===== src/rtl/ref_div_pkg.sv =====
package ref_div_pkg;
  localparam int unsigned SEL_W = 3;
  localparam int unsigned CNT_W = 12;
  localparam int unsigned N_SEL = 1 << SEL_W;

  // Ascending ratio per address code.
  function automatic logic [CNT_W-1:0] ratio_of(input logic [SEL_W-1:0] code);
    logic [CNT_W-1:0] r;
    unique case (code)
      3'd0: r = CNT_W'(8);
      3'd1: r = CNT_W'(64);
      3'd2: r = CNT_W'(128);
      3'd3: r = CNT_W'(256);
      3'd4: r = CNT_W'(640);
      3'd5: r = CNT_W'(1000);
      3'd6: r = CNT_W'(1024);
      default: r = CNT_W'(2048);
    endcase
    return r;
  endfunction
endpackage


===== src/rtl/ref_ratio_rom.sv =====
module ref_ratio_rom
  import ref_div_pkg::*;
#(
  parameter int unsigned SW = SEL_W,
  parameter int unsigned CW = CNT_W
) (
  input  logic [SW-1:0] sel_i,
  output logic [CW-1:0] term_o
);
  localparam int unsigned ENTRIES = 1 << SW;

  logic [CW-1:0] table_w [ENTRIES];

  for (genvar g = 0; g < ENTRIES; g++) begin : g_entry
    assign table_w[g] = CW'(ratio_of(SEL_W'(g)) - 1'b1);
  end

  assign term_o = table_w[sel_i];
endmodule


===== src/rtl/ref_down_counter.sv =====
module ref_down_counter #(
  parameter int unsigned CW = 12
) (
  input  logic          clk_i,
  input  logic          rst_ni,
  input  logic [CW-1:0] load_val_i,
  output logic [CW-1:0] cnt_o,
  output logic          armed_o,
  output logic          wrap_o
);
  logic [CW-1:0] cnt_q;
  logic          armed_q;
  logic          load_w;

  assign wrap_o = armed_q && (cnt_q == '0);
  assign load_w = !armed_q || wrap_o;

  always_ff @(posedge clk_i or negedge rst_ni) begin
    if (!rst_ni) begin
      cnt_q   <= '0;
      armed_q <= 1'b0;
    end else begin
      armed_q <= 1'b1;
      if (load_w) cnt_q <= load_val_i;
      else        cnt_q <= cnt_q - 1'b1;
    end
  end

  assign cnt_o   = cnt_q;
  assign armed_o = armed_q;
endmodule


===== src/rtl/ref_addr_divider.sv =====
module ref_addr_divider
  import ref_div_pkg::*;
(
  input  logic             clk_i,
  input  logic             rst_ni,
  input  logic [SEL_W-1:0] sel_i,
  output logic             fr_o
);
  logic [CNT_W-1:0] term_w;
  logic [CNT_W-1:0] cnt_q;
  logic             armed_q;
  logic             wrap_w;

  ref_ratio_rom #(.SW(SEL_W), .CW(CNT_W)) u_rom (
    .sel_i  (sel_i),
    .term_o (term_w)
  );

  ref_down_counter #(.CW(CNT_W)) u_cnt (
    .clk_i      (clk_i),
    .rst_ni     (rst_ni),
    .load_val_i (term_w),
    .cnt_o      (cnt_q),
    .armed_o    (armed_q),
    .wrap_o     (wrap_w)
  );

  assign fr_o = wrap_w;
endmodule


===== config.mk =====
export PLATFORM = sky130hd
export DESIGN_NAME = ref_addr_divider
export DESIGN_NICKNAME = d
export VERILOG_FILES = /design/src/rtl/ref_div_pkg.sv /design/src/rtl/ref_ratio_rom.sv /design/src/rtl/ref_down_counter.sv /design/src/rtl/ref_addr_divider.sv
export SDC_FILE = /design/constraint.sdc
export NUM_CORES = 1
export LEC_CHECK = 0
export ABC_CLOCK_PERIOD_IN_PS = 2650
export BUFFER_PORTS_ARGS = -buffer_cell sky130_fd_sc_hd__buf_2
export CAP_MARGIN = 25
export CELL_PAD_IN_SITES_DETAIL_PLACEMENT = 1
export CELL_PAD_IN_SITES_GLOBAL_PLACEMENT = 2
export CORE_MARGIN = 3
export CORE_UTILIZATION = 30
export DETAILED_ROUTE_END_ITERATION = 10
export GPL_TIMING_DRIVEN = 0
export PLACE_DENSITY_LB_ADDON = 0.1
export SYNTH_ARGS = -nofsm -noshare
export SYNTH_HDL_FRONTEND = slang
export SYNTH_SLANG_ARGS = --single-unit

===== constraint.sdc =====
create_clock -name clk_i -period 2.65 [get_ports clk_i]
set_input_delay 0.265 -clock clk_i [delete_from_list [all_inputs] [get_ports clk_i]]
set_output_delay 0.265 -clock clk_i [all_outputs]
set_load 0.01 [all_outputs]

======== Word level (Yosys, flattened, before mapping) ========
Memory sizes are Yosys's and may differ from the RTL's.
Cells that the tools add are included.
word-level totals
  bits in registers ....................... 13
  memory bits (read-only) ................. 96
  input port bits ......................... 5
  output and inout port bits .............. 1
  logic and storage cells ................. 13
  memories kept ........................... 1
cells by class
  add/sub/neg operators ................... 1
  magnitude comparators ................... 1
  mux-type cells .......................... 3
  bitwise logic cells ..................... 1
  reduce and logical (&&, ||, !) cells .... 4
memories
  name             depth  width  read ports  clocked after memory_dff  write ports  line                 text
  (no name shown)  8      12     1           0                         0            ref_ratio_rom.sv:18  assign term_o = table_w[sel_i];
operators with widths
  operator               count
  $mux 12                3
  $logic_not 12->1       1
  $sub 12x1->12 const B  1
  $ge 4x4->1 const B     1
  $not 3->4              1
  $logic_and 1x1->1      1
  $logic_not 1->1        1
  $logic_or 1x1->1       1

======== Depth between registers and ports, before layout ========
  depth after elaboration ................. 5
  gate-level depth with buffers ........... 7
  gate-level depth less buffers ........... 6

======== Hierarchy ========
A second synthesis with hierarchy kept.
second synthesis, totals
  cell total of the unflattened synthesis .. 90
  area, all modules ....................... 854.6 µm²
modules (own cells, without submodules)
  module            instances  cells an instance  area each (µm²)  sequential area each (µm²)
  ref_down_counter  1          75                 749.5            325.3
  ref_ratio_rom     1          15                 105.1            0.0

======== Worst setup path before layout ========
OpenSTA, ideal clock, no wires.
  path type ............................... register to register
  from .................................... register u_cnt.cnt_q[5] (netlist: u_cnt.cnt_o[5])
  to ...................................... register u_cnt.cnt_q[7] (netlist: u_cnt.cnt_o[7])
  setup time .............................. 0.118 ns
  data arrival time ....................... 1.865 ns
  data required time ...................... 2.532 ns
  path slack .............................. 0.666 ns
  stages on the path, launching flop included .. 7
  path buffers ............................ 3
  clock period less this slack ............ 1.984 ns
  path through ............................ dfrtp_1 > or4_4 > buf_6 > o41a_1 > buf_6 > buf_8 > a21o_1
between the ends
  longest elaborated chain between the ends .. 4
  elaborated cells on any way between the ends .. 5
  classes of those cells .................. add/sub: 1; mux: 1; reduce/logical: 3
ends and longest elaborated chain
  what                                                                   line                    text
  from (decl)                                                            ref_down_counter.sv:11  logic [CW-1:0] cnt_q;
  from (signal assigned)                                                 ref_down_counter.sv:24  if (load_w) cnt_q <= load_val_i;
  from (signal assigned)                                                 ref_down_counter.sv:25  else cnt_q <= cnt_q - 1'b1;
  parallel branches: the longest is 3 deep, another holds $sub 12x1->12  --
  $mux 12 (*)                                                            ref_down_counter.sv:24
Mark *: on every way between the ends.

======== Final worst setup path ========
  from .................................... register u_cnt.cnt_q[5] (netlist: u_cnt.cnt_o[5])
  to ...................................... register u_cnt.cnt_q[5] (netlist: u_cnt.cnt_o[5])
The elaborated chain is that of the path after synthesis.

==> results.ini <==
[run_status]
status=completed

[grt]
grt.total_usage=0.117
grt_max_degree=14
grt_pass1_vias=557
grt_overflow=0
grt_pass1_wl_um=2660
antenna_found_initial=0

[final_layout]
layout-drive-gt1-share=0.213
area_growth_pct=12.4
antennaDiodeCount=0
nets=88

[synth]
synth_edf_count=0
netlist.area_leader.share=0.443
synth_fp_nets=78
seq_area_frac_synth=0.443
synth_top_cell_by_area=dfrtp_1
synth-seq-cells=13
synthFlopType=dfrtp_1
yosys.cell_types.count=31
yosys_warnings=0
synthCells=71
synthArstFlopShare=1.00
synth_area_sq_um=734
synth_area_leaders=dfrtp_1 (44%), xnor2_1 (7.2%), xor2_1 (3.6%)
syn_avg_cell_area_sq_um=10.3

[detailed_routing]
detail_route.wl_per_cell_um=14.5
drt-pass1-iter-count=2
wirelength_um=1570
drtIter0Drc=4
via_count=522
ant_nets=0
vias_per_cell=4.83
drcViolationCount=0

[critical_path]
crit_type=flop to flop
worst_setup_path_end_kind=flop
r2r_cells=6
cp_slowest_cell=or4_4
cp_cell_sequence=or4_4, buf_6, o41a_1, buf_6, nor4_1, a21oi_1
cp.arrival_ps=2360
start_kind=flop
cp_top_family=simple AND/OR/NAND/NOR gates
critical_path_required_ps=2800
rr_endpoint=u_cnt.cnt_o[5]$_DFF_PN0_
path_buf_inv=2
worst_path_most_repeated_cell=buf_6
r2r_slack_ps=440
worstReg2RegStart=u_cnt.cnt_o[5]$_DFF_PN0_
path_max_fanout=9
cpPeakStageDelay_ps=550

[placement]
portBuffers=4
post-dp-hpwl_um=1090
dp_slack_ps=459
place.gp.congestion=0.620

[power_and_ir_drop]
power-per-cell-area_nw_per_um2=501
cell_internal_pwr_uw=299
power_frac_clock=0.309
leakagePower_nw=0.327
pwr-share-comb=0.136
p_switching_uw=115
power.share.sequential=0.556
sw_frac_of_total=0.278
ir_drop_uv=176

[worst_hold_path]
hold_depth=3
min_path_type=input port to flop
hold-path-endpoint=u_cnt.cnt_o[6]$_DFF_PN0_
hold_start=sel_i[1]

[floorplanning]
core_area_sq_um=2280
placement_rows=17
start_util=0.323
die_y_um=55.5
die_area_sq_um=3080
die-width_um=55.5
num_io_pins=6

[cts]
numClockSinks=13
h-tree-depth=1
tritoncts=done
postCtsResizedCells=0
cts_max_path_buffers=2
cts_hold_buf=1
cts_setup_buffers=0
worstSkewPairLatency_ps=280
path_clk_slew_ps=80
root_buffer=clkbuf_4
cts_buffers=3

[timing]
max_freq_ghz=0.453
fin_crit_sh=0.832
min_period_ps=2210
setup_viol=0
slew_violations=0
grt_setup_unrepaired=false
final.setup.tns_ps=0
hold_viol=0
finalClockSkew_ps=4.06
setup_ws_ps=444

[run]
cap_violations=0

-- placed cells by master, fill, tap and decap left out, types with 2 or more instances in the layout --
| master | synthesis | layout |
|---|---|---|
| nor3_1 | 3 | 3 |
| a21oi_1 | 5 | 5 |
| a31oi_1 | 2 | 2 |
| xor2_1 | 3 | 3 |
| dfrtp_1 | 13 | 13 |
| buf_2 | 0 | 4 |
| xnor2_1 | 6 | 6 |
| clkbuf_1 | 1 | 2 |
| or4_1 | 2 | 2 |
| nor2_1 | 4 | 4 |
| o21ai_0 | 2 | 2 |
| ha_1 | 2 | 2 |
| inv_1 | 2 | 2 |
| nand2_1 | 3 | 3 |
| nor4_1 | 4 | 4 |
| nor3_2 | 2 | 2 |
| clkbuf_4 | 0 | 3 |
| buf_6 | 2 | 2 |
-- stage by stage --
| step | area (sq um) | power [mW] | utilization | hold slack (ps) | instances |
|---|---|---|---|---|---|
| finish | 826 | 0.414 | 0.363 | 337 | 108 |
| global placement | 790 | 0.288 | 0.347 | 172 | 103 |
| floorplan | 734 | 0.269 | - | -30.6 | 71 |
| CTS | 826 | 0.425 | 0.363 | 328 | 108 |
| detailed placement | 790 | 0.290 | 0.347 | 177 | 103 |
| global route | 826 | 0.448 | 0.363 | 349 | 108 |
-- cells by family after synthesis --
logic type	Yosys count	synth area share
other	1	0.00511
muxes	1	0.0136
DFF	13	0.443
adders and majority gates	2	0.0341
xor gates and xnor gates	9	0.107
and+or+nand+nor	24	0.201
AOI/OAI and AO/OA	14	0.124
buffers and inverters	7	0.0715
-- sequential cells by signal (all words and copies together) (netlist names) --
name and cells:
u_cnt.cnt_o 12, u_cnt.armed_o 1
-- layer usage --
layer | wire (um) | global-route usage | up-vias | part of all wire
li1 | - | - | 264 | -
met1 | 777 | 0.147 | 244 | 0.50
met2 | 704 | 0.167 | 9 | 0.45
met3 | 32 | 0.0280 | 5 | 0.020
met4 | 51 | 0.0938 | 0 | 0.033
met5 | 0 | 0 | - | 0
-- final cells by class --
| type | instances | area, sq um |
|---|---|---|
| Timing Repair Buffer | 5 | 30.0 |
| Buffer | 5 | 45.0 |
| Clock buffer | 4 | 26.3 |
| Sequential cell | 13 | 325 |
| Inverter | 2 | 7.51 |
| Fill cell | 250 | 1450 |
| Multi-Input combinational cell | 51 | 357 |
| Tap cell | 28 | 35.0 |
-- power groups by stage --
stage               Combinational [mW]  Clock, mW  Sequential (mW)
floorplan                       0.0399          0            0.230
global placement                0.0545          0            0.233
detailed placement              0.0555          0            0.234
CTS                             0.0571      0.137            0.230
global route                    0.0644      0.150            0.233
finish                          0.0561      0.128            0.230
-- worst max path at each step --
stage / startpoint / endpoint / slack [ps] / depth (start not counted)
6_report: u_cnt.cnt_o[5]$_DFF_PN0_ / u_cnt.cnt_o[5]$_DFF_PN0_ / 440 / 6
5_1_grt: u_cnt.cnt_o[4]$_DFF_PN0_ / fr_o / 320 / 5
4_1_cts: u_cnt.cnt_o[4]$_DFF_PN0_ / u_cnt.cnt_o[5]$_DFF_PN0_ / 440 / 6
3_5_place_dp: u_cnt.cnt_o[4]$_DFF_PN0_ / u_cnt.cnt_o[5]$_DFF_PN0_ / 460 / 6
3_3_place_gp: u_cnt.cnt_o[5]$_DFF_PN0_ / u_cnt.cnt_o[5]$_DFF_PN0_ / 480 / 6
2_1_floorplan: u_cnt.cnt_o[5]$_DFF_PN0_ / u_cnt.cnt_o[7]$_DFF_PN0_ / 670 / 6
-- cells in the mapped netlist, types with 2 or more instances --
cell / count
a21oi_1: 5
nor4_1: 4
xor2_1: 3
ha_1: 2
buf_6: 2
nor2_1: 4
dfrtp_1: 13
nor3_2: 2
xnor2_1: 6
nand2_1: 3
o21ai_0: 2
a31oi_1: 2
or4_1: 2
inv_1: 2
nor3_1: 3
-- worst min-delay path, stage by stage --
cell	delay [ps]
buf_2	150
nor3_1	70
a21oi_1	100
No activity file was read; power rests on OpenSTA's default activity.
